## config.mk

```make
export PLATFORM = sky130hd
export DESIGN_NAME = i2c_stat_flags
export DESIGN_NICKNAME = d
export VERILOG_FILES = /design/src/rtl/i2c_stat_pkg.sv /design/src/rtl/i2c_stat_cell.sv /design/src/rtl/i2c_stat_events.sv /design/src/rtl/i2c_stat_access.sv /design/src/rtl/i2c_stat_flags.sv
export SDC_FILE = /design/constraint.sdc
export NUM_CORES = 1
export LEC_CHECK = 0
export ABC_AREA = 1
export CORE_UTILIZATION = 42
export DETAILED_ROUTE_END_ITERATION = 10
export HOLD_SLACK_MARGIN = 0.02
export PLACE_DENSITY = 0.78
export SYNTH_ARGS = -nofsm -noshare
export SYNTH_HDL_FRONTEND = slang
export SYNTH_SLANG_ARGS = --single-unit
```

## constraint.sdc

```tcl
create_clock -name clk -period 1.5 [get_ports clk]
set_input_delay 0.15 -clock clk [delete_from_list [all_inputs] [get_ports clk]]
set_output_delay 0.15 -clock clk [all_outputs]
set_load 0.05 [all_outputs]
```

## src/rtl/i2c_stat_pkg.sv

```systemverilog
package i2c_stat_pkg;

    localparam int NFLAG = 8;

    // Bit positions are fixed by the register layout software decodes
    localparam int B_ADZ   = 0;
    localparam int B_AAS   = 1;
    localparam int B_AL    = 2;
    localparam int B_STOP  = 3;
    localparam int B_NACKF = 4;
    localparam int B_RDRF  = 5;
    localparam int B_TEND  = 6;
    localparam int B_TDRE  = 7;

    typedef logic [NFLAG-1:0] flag_vec_t;

    typedef enum logic [0:0] {
        ACC_IDLE  = 1'b0,
        ACC_ARMED = 1'b1
    } acc_state_t;

endpackage

```

## src/rtl/i2c_stat_cell.sv

```systemverilog
module i2c_stat_cell #(
    parameter logic RST_VAL = 1'b0
) (
    input  logic clk,
    input  logic rst_n,
    input  logic set,
    input  logic clr,
    output logic q
);

    logic q_nxt;

    // Set has priority so that no event is lost
    always_comb begin
        if (set)      q_nxt = 1'b1;
        else if (clr) q_nxt = 1'b0;
        else          q_nxt = q;
    end

    always_ff @(posedge clk) begin
        if (!rst_n) q <= RST_VAL;
        else        q <= q_nxt;
    end

    AST_SET_WINS: assert property (@(posedge clk) disable iff (!rst_n)
        set |=> q);

    AST_RISE_NEEDS_SET: assert property (@(posedge clk) disable iff (!rst_n)
        $rose(q) |-> $past(set));

endmodule

```

## src/rtl/i2c_stat_events.sv

```systemverilog
module i2c_stat_events
    import i2c_stat_pkg::*;
(
    input  logic      is_master,
    input  logic      is_tx,
    input  logic      ack_chk_en,
    input  logic      ev_start_gen,
    input  logic      ev_tx_load,
    input  logic      ev_tx_mode,
    input  logic      ev_slv_to_tx,
    input  logic      ev_rx_load,
    input  logic      ev_scl9_rise,
    input  logic      ev_sda_mismatch,
    input  logic      ev_start_det,
    input  logic      sda_high_at_start,
    input  logic      ev_addr_match,
    input  logic      ev_gcall,
    input  logic      ev_stop_det,
    input  logic      ev_nack,
    input  logic      txd_wr,
    input  logic      rxd_rd,
    input  logic      tdre_now,
    output flag_vec_t set_vec,
    output flag_vec_t side_clr
);

    logic slave_rx;
    logic master_tx;

    assign slave_rx  = !is_master && !is_tx;
    assign master_tx = is_master && is_tx;

    always_comb begin
        set_vec          = '0;
        set_vec[B_TDRE]  = ev_tx_load | ev_tx_mode | ev_start_gen | ev_slv_to_tx;
        set_vec[B_TEND]  = ev_scl9_rise & tdre_now;
        set_vec[B_RDRF]  = ev_rx_load;
        set_vec[B_NACKF] = ev_nack & ack_chk_en;
        set_vec[B_STOP]  = ev_stop_det;
        set_vec[B_AL]    = (ev_sda_mismatch & master_tx)
                         | (ev_start_det & sda_high_at_start & is_master);
        set_vec[B_AAS]   = slave_rx & (ev_addr_match | ev_gcall);
        set_vec[B_ADZ]   = slave_rx & ev_gcall;
    end

    always_comb begin
        side_clr         = '0;
        side_clr[B_TDRE] = txd_wr;
        side_clr[B_TEND] = txd_wr;
        side_clr[B_RDRF] = rxd_rd;
    end

endmodule

```

## src/rtl/i2c_stat_access.sv

```systemverilog
module i2c_stat_access
    import i2c_stat_pkg::*;
(
    input  logic      clk,
    input  logic      rst_n,
    input  logic      st_rd,
    input  logic      st_wr,
    input  flag_vec_t st_wdata,
    input  flag_vec_t flags,
    output flag_vec_t sw_clr
);

    acc_state_t state, state_nxt;
    flag_vec_t  arm, arm_nxt;

    always_ff @(posedge clk) begin
        if (!rst_n) begin
            state <= ACC_IDLE;
            arm   <= '0;
        end else begin
            state <= state_nxt;
            arm   <= arm_nxt;
        end
    end

    always_comb begin
        state_nxt = state;
        arm_nxt   = arm;
        sw_clr    = '0;
        unique case (state)
            ACC_IDLE: begin
                if (!st_wr && st_rd && (flags != '0)) begin
                    state_nxt = ACC_ARMED;
                    arm_nxt   = flags;
                end
            end
            ACC_ARMED: begin
                if (st_wr) begin
                    sw_clr    = arm & ~st_wdata;
                    state_nxt = ACC_IDLE;
                    arm_nxt   = '0;
                end else if (st_rd) begin
                    arm_nxt   = arm | flags;
                end
            end
            default: begin
                state_nxt = ACC_IDLE;
                arm_nxt   = '0;
            end
        endcase
    end

    AST_IDLE_NO_ARM: assert property (@(posedge clk) disable iff (!rst_n)
        (state == ACC_IDLE) |-> (arm == '0));

    AST_WR_DISARMS: assert property (@(posedge clk) disable iff (!rst_n)
        st_wr |=> (state == ACC_IDLE));

    AST_CLR_NEEDS_ARM: assert property (@(posedge clk) disable iff (!rst_n)
        (sw_clr != '0) |-> (state == ACC_ARMED && st_wr));

endmodule

```

## src/rtl/i2c_stat_flags.sv

```systemverilog
module i2c_stat_flags
    import i2c_stat_pkg::*;
#(
    parameter logic STOP_RST = 1'b0
) (
    input  logic       clk,
    input  logic       rst_n,
    input  logic       is_master,
    input  logic       is_tx,
    input  logic       ack_chk_en,
    input  logic       ev_start_gen,
    input  logic       ev_tx_load,
    input  logic       ev_tx_mode,
    input  logic       ev_slv_to_tx,
    input  logic       ev_rx_load,
    input  logic       ev_scl9_rise,
    input  logic       ev_sda_mismatch,
    input  logic       ev_start_det,
    input  logic       sda_high_at_start,
    input  logic       ev_addr_match,
    input  logic       ev_gcall,
    input  logic       ev_stop_det,
    input  logic       ev_nack,
    input  logic       st_rd,
    input  logic       st_wr,
    input  logic [7:0] st_wdata,
    input  logic       txd_wr,
    input  logic       rxd_rd,
    output logic [7:0] st_rdata
);

    flag_vec_t flags;
    flag_vec_t set_vec;
    flag_vec_t side_clr;
    flag_vec_t sw_clr;

    i2c_stat_events u_events (
        .is_master         (is_master),
        .is_tx             (is_tx),
        .ack_chk_en        (ack_chk_en),
        .ev_start_gen      (ev_start_gen),
        .ev_tx_load        (ev_tx_load),
        .ev_tx_mode        (ev_tx_mode),
        .ev_slv_to_tx      (ev_slv_to_tx),
        .ev_rx_load        (ev_rx_load),
        .ev_scl9_rise      (ev_scl9_rise),
        .ev_sda_mismatch   (ev_sda_mismatch),
        .ev_start_det      (ev_start_det),
        .sda_high_at_start (sda_high_at_start),
        .ev_addr_match     (ev_addr_match),
        .ev_gcall          (ev_gcall),
        .ev_stop_det       (ev_stop_det),
        .ev_nack           (ev_nack),
        .txd_wr            (txd_wr),
        .rxd_rd            (rxd_rd),
        .tdre_now          (flags[B_TDRE]),
        .set_vec           (set_vec),
        .side_clr          (side_clr)
    );

    i2c_stat_access u_access (
        .clk      (clk),
        .rst_n    (rst_n),
        .st_rd    (st_rd),
        .st_wr    (st_wr),
        .st_wdata (st_wdata),
        .flags    (flags),
        .sw_clr   (sw_clr)
    );

    for (genvar gi = 0; gi < NFLAG; gi++) begin : g_flag
        localparam logic RV = (gi == B_STOP) ? STOP_RST : 1'b0;
        i2c_stat_cell #(.RST_VAL(RV)) u_cell (
            .clk   (clk),
            .rst_n (rst_n),
            .set   (set_vec[gi]),
            .clr   (side_clr[gi] | sw_clr[gi]),
            .q     (flags[gi])
        );
    end

    assign st_rdata = flags;

    AST_TEND_NEEDS_TDRE: assert property (@(posedge clk) disable iff (!rst_n)
        $rose(flags[B_TEND]) |-> $past(ev_scl9_rise && flags[B_TDRE]));

    AST_TXWR_CLEARS: assert property (@(posedge clk) disable iff (!rst_n)
        (txd_wr && !set_vec[B_TDRE]) |=> !flags[B_TDRE]);

    AST_NACK_GATED: assert property (@(posedge clk) disable iff (!rst_n)
        $rose(flags[B_NACKF]) |-> $past(ack_chk_en));

    AST_ADZ_GCALL: assert property (@(posedge clk) disable iff (!rst_n)
        $rose(flags[B_ADZ]) |-> $past(ev_gcall && !is_master && !is_tx));

endmodule

```

; ---- Word level (Yosys, flattened, before mapping)
; Cells that the tools add are included.
[totals]
wordCells = 73
inputBits = 30
ff_bits = 17
[op_classes]
n_mux = 25
eq_ne = 2
n_bitwise = 19
n_reduce_logical = 17
[op_table]
columns = operator, n
row1 = $mux W8, 5
row2 = $mux W1, 18
row3 = $pmux W8 S2, 1
row4 = $reduce_bool A2 Y1, 8
row5 = $and A8 B8 Y8, 1
row6 = $not A8 Y8, 1
row7 = $or A1 B1 Y1, 8
row8 = $or A8 B8 Y8, 1
row9 = $reduce_bool A8 Y1, 1
row10 = $and A1 B1 Y1, 7
row11 = $logic_and A1 B1 Y1, 4
row12 = $logic_not A1 Y1, 3
row13 = $ne A3 B3 Y1 const B, 1
row14 = $ne A2 B1 Y1 const B, 1
row15 = $pmux W1 S2, 1
row16 = $reduce_and A2 Y1, 1
row17 = $not A1 Y1, 1

; ---- Depth between registers and ports, before layout
[depth]
depth_word = 7
depth_mapped = 6
depth_no_buf = 6

; ---- Cells and area by module
; From an unflattened synthesis, not the netlist that was laid out.
[hier_totals]
cells_unflattened = 182
area_unflattened_um2 = 1178.6
[by_module_without_submodules]
columns = module, instances, cells_per_inst, area_per_inst_um2
row1 = i2c_stat_access, 1, 82, 593.1
row2 = i2c_stat_cell, 8, 6, 43.8
row3 = i2c_stat_events, 1, 28, 145.1
row4 = i2c_stat_flags, 1, 24, 90.1

; ---- Least setup slack after synthesis
; Ideal clock, no wire load.
[synth_path]
kind = reg-to-reg
from = reg g_flag[2].u_cell.q
to = reg u_access.arm[2]
setup_ps = 133
t_required_ps = 1367
path_slack_ps = 384
path_buffers = 0
arrival_time_ps = 983
stages_incl_launch_ff = 7
synth_period_minus_slack_ps = 1116
path_cell_list = dfxtp_1 > nor2_1 > nand2_1 > o21ai_4 > nand2_4 > nand2_1 > a21oi_2
[synth_between]
elab_chain_cells = 4
[synth_lines]
columns = item, line_no
row1 = start: declaration, i2c_stat_cell.sv:8  ; output logic q
row2 = start signal: assignment, i2c_stat_cell.sv:22  ; else q <= q_nxt;
row3 = $reduce_bool A8 Y1 or $or A8 B8 Y8 (tied branches), "i2c_stat_access.sv:32, i2c_stat_access.sv:43"
row4 = $logic_and A1 B1 Y1 or $mux W8 (tied branches), "i2c_stat_access.sv:32, i2c_stat_access.sv:42"
row5 = $ne A2 B1 Y1 (no line) or $mux W8 (tied branches), --
row6 = $reduce_and A2 Y1 (no line) or $pmux W8 S2 (tied branches), --
row7 = end signal: assignment, i2c_stat_access.sv:22  ; arm <= arm_nxt;
row8 = end: declaration, i2c_stat_access.sv:14  ; flag_vec_t arm, arm_nxt;
; Several ways; a longest one is shown, not always the timed one. The select of a mux whose other input is x is not followed.
; A chain may end at the register's enable or synchronous reset.

; ---- Worst setup path after layout
[layout_path]
from = reg g_flag[2].u_cell.q
to = reg u_access.arm[4]
[layout_between]
elab_chain_cells = 4
[layout_lines]
columns = item, line_no
row1 = $reduce_bool A8 Y1, i2c_stat_access.sv:32  ; if (!st_wr && st_rd && (flags != '0)) begin
row2 = $logic_and A1 B1 Y1, i2c_stat_access.sv:32
row3 = $ne A2 B1 Y1 (no line), --
row4 = $reduce_and A2 Y1 (no line), --
; No other way between the ends.

==> impl_metrics.yaml <==
floorplan:
  rows: 16
  io_pins: 38
  die_h_um: 49.33
  dieWidth_um: 49.33
  start_util: 0.4608
  coreArea_um2: 2042
  die-area_um2: 2433
critical_path:
  crit_family: "simple AND/OR/NAND/NOR gates"
  crit_top_cell: "nand2_1"
  max_stage_delay_ns: 0.35
  startpoint: "g_flag[2].u_cell.q$_SDFFE_PN0P_"
  critPathSlowestCell: "dfxtp_1"
  r2r-start: "g_flag[2].u_cell.q$_SDFFE_PN0P_"
  crit_buf_inv: 0
  endpoint: "u_access.arm[4]$_SDFFE_PN0P_"
  start_kind: "flop"
  crit_arrival_ns: 1.51
  cp.depth: 6
  reg2reg_to: "u_access.arm[4]$_SDFFE_PN0P_"
  critPathKind: "flop to flop"
  cp-end-kind: "flop"
  critical_path_required_ns: 1.69
  cp_cell_sequence: "nor2_1, nand2_1, o21ai_4, nand2_4, nand2_1, a21oi_2"
  reg2reg_depth: 6
  rrSetupSlack_ns: 0.18
  path_max_fanout: 10
synth:
  synth_seq_cells: 17
  synth_edf_count: 0
  avgSynthCellArea_um2: 7.409
  netlist_top_cells_count: "nand2_1, dfxtp_1, o21ai_0"
  syn_area_um2: 940.9
  post-synth-top-count-cell: "nand2_1"
  syn_nets: 157
  ys_types: 20
  async_flop_share: 0
  yosys.area.top_type_share: 0.3617
  ys.flop_type: "dfxtp_1"
  synth_warnings: 0
  yosys.area.top_type: "dfxtp_1"
  synth_seq_area_share: 0.3617
  syn_inst: 127
  synthTopCellsByArea: "dfxtp_1, nand2_1, o21ai_0"
cts:
  cts_tree: "done"
  cts_sinks: 17
  hold_buffers: 0
  cts_buffers: 3
  htreeDepth: 1
  path_clk_slew_ns: 0.10
  max-clock-path-buffers: 2
  post_cts_buffers: 0
  clk_latency_ns: 0.30
  cts_resized: 0
  cts_root_buffer: "clkbuf_4"
finish:
  finalNonFillerCells: 188
  antenna_cells: 0
  drive_gt1_frac: 0.1366
  final_area_um2: 1315
  area_growth_pct: 39.76
  layout.nets: 192
place:
  place_area_um2: 1289
  placedCellCount: 184
  port_buffers: 37
  gp_congestion: 0.7474
  place_hpwl_um: 1743
  place_ws_ns: -0.05204
detailed_routing:
  antenna_left: 0
  dr.pass1.iters: 4
  initialDrtViolationCount: 33
  wl_per_cell_um: 12.60
  via_per_inst: 5.202
  vias: 978
  drc_errors: 0
  drt-total-wl_um: 2369
sta:
  skew_ns: 0.004239
  hold_viol: 0
  setup_tns_ns: 0
  finalSetupViolations: 0
  fin_crit_sh: 0.8803
  rsz0062_at_grt: "false"
  fin_crit_ns: 1.320
  slew_headroom: 0.7631
  fin_ws_ns: 0.1796
  holdWs_ns: 0.3922
  fmax_mhz: 757.3
  max_slew.worst_pin.slew_ns: 0.3540
  slew_violations: 0
global_routing:
  overflow: 0
  grt_usage: 0.2114
  grt_pass1_wl_um: 3808
  antenna_found_initial: 0
  grt_pass1_vias: 878
  grt_start_max_net_pins: 18
power:
  ir_worst_vdd_mv: 0.6581
  powerDensity_nw_per_um2: 782.8
  p_leak_nw: 0.4836
flow_run:
  drv_cap: 0
outcome:
  outcome: "complete, no violations"
hold_path:
  holdCritPathClass: "primary input to flop"
-- sequential cells by signal (all words and copies together) (netlist names) --
signal,cells
u_access.arm,8
g_flag.u_cell.q,8
u_access.state,1
-- worst register-to-register path: cells and delay by family, from the launching register on --
| kind | cells | cell delay [ns] |
|---|---|---|
| AO/OA/AOI/OAI | 2 | 0.39 |
| flip-flops | 1 | 0.35 |
| AND/OR/NAND/NOR | 4 | 0.47 |
-- metal layers --
layer	global-route usage	wire, um	up-vias
met3	0.07477	150	7
met2	0.3493	1191	34
met4	0.09314	38	0
met5	0	0	-
met1	0.2424	988	439
li1	-	-	498
-- through the flow --
| step | util | power (mW) |
|---|---|---|
| global placement | 0.6311 | 0.7813 |
| detailed placement | 0.6311 | 0.7883 |
| floorplan | - | 0.6724 |
| global route | 0.6440 | 1.086 |
| finish | 0.6440 | 1.029 |
| CTS | 0.6440 | 1.038 |
-- layout make-up --
type,count,area (um2)
Timing Repair Buffer,41,392.9
Multi-Input combinational cell,86,473.0
Clock buffer,4,26.28
Inverter,13,48.80
Tap cell,27,33.78
Fill cell,181,726.9
Sequential cell,17,340.3
-- report_power, final --
part | leakage [nW] | switching, mW | internal (mW)
Clock | 0.0150 | 0.147 | 0.104
Combinational | 0.329 | 0.144 | 0.132
Sequential | 0.140 | 0.0269 | 0.476
-- how the worst min path moves through the flow --
stage	start	to	slack (ns)	cells past startpoint
2_1_floorplan	ev_rx_load	g_flag[5].u_cell.q$_SDFFE_PN0P_	0.27	2
3_3_place_gp	u_access.arm[5]$_SDFFE_PN0P_	u_access.arm[5]$_SDFFE_PN0P_	0.49	2
3_5_place_dp	u_access.arm[5]$_SDFFE_PN0P_	u_access.arm[5]$_SDFFE_PN0P_	0.50	2
4_1_cts	ev_stop_det	g_flag[3].u_cell.q$_SDFFE_PN0P_	0.39	3
5_1_grt	ack_chk_en	g_flag[4].u_cell.q$_SDFFE_PN0P_	0.41	3
6_report	ev_stop_det	g_flag[3].u_cell.q$_SDFFE_PN0P_	0.39	3
-- placed cells by master (no fill, tap or decap) --
| master | count |
|---|---|
| clkdlybuf4s50_1 | 29 |
| nand2_1 | 20 |
| dfxtp_1 | 17 |
| o21ai_0 | 14 |
| a21oi_1 | 13 |
| nand3_1 | 12 |
| inv_1 | 11 |
| buf_4 | 11 |
| o211ai_1 | 8 |
| nor2_1 | 7 |
| a21oi_2 | 3 |
| nand3b_1 | 3 |
| clkbuf_4 | 3 |
| clkinv_1 | 2 |
| nor3b_4 | 1 |
| o21ai_4 | 1 |
| o21ai_2 | 1 |
| nand2_4 | 1 |
| nor4_1 | 1 |
| a31oi_1 | 1 |
| clkbuf_1 | 1 |
| buf_12 | 1 |
-- logic make-up (layout without fill, tap and decap cells) --
logic type,count (synthesis),after routing,share of synthesized area
compound gates,41,41,0.2686
buf+inv,24,58,0.1356
simple gates,45,45,0.2341
flops,17,17,0.3617
Power figures use the tool's default switching activity.
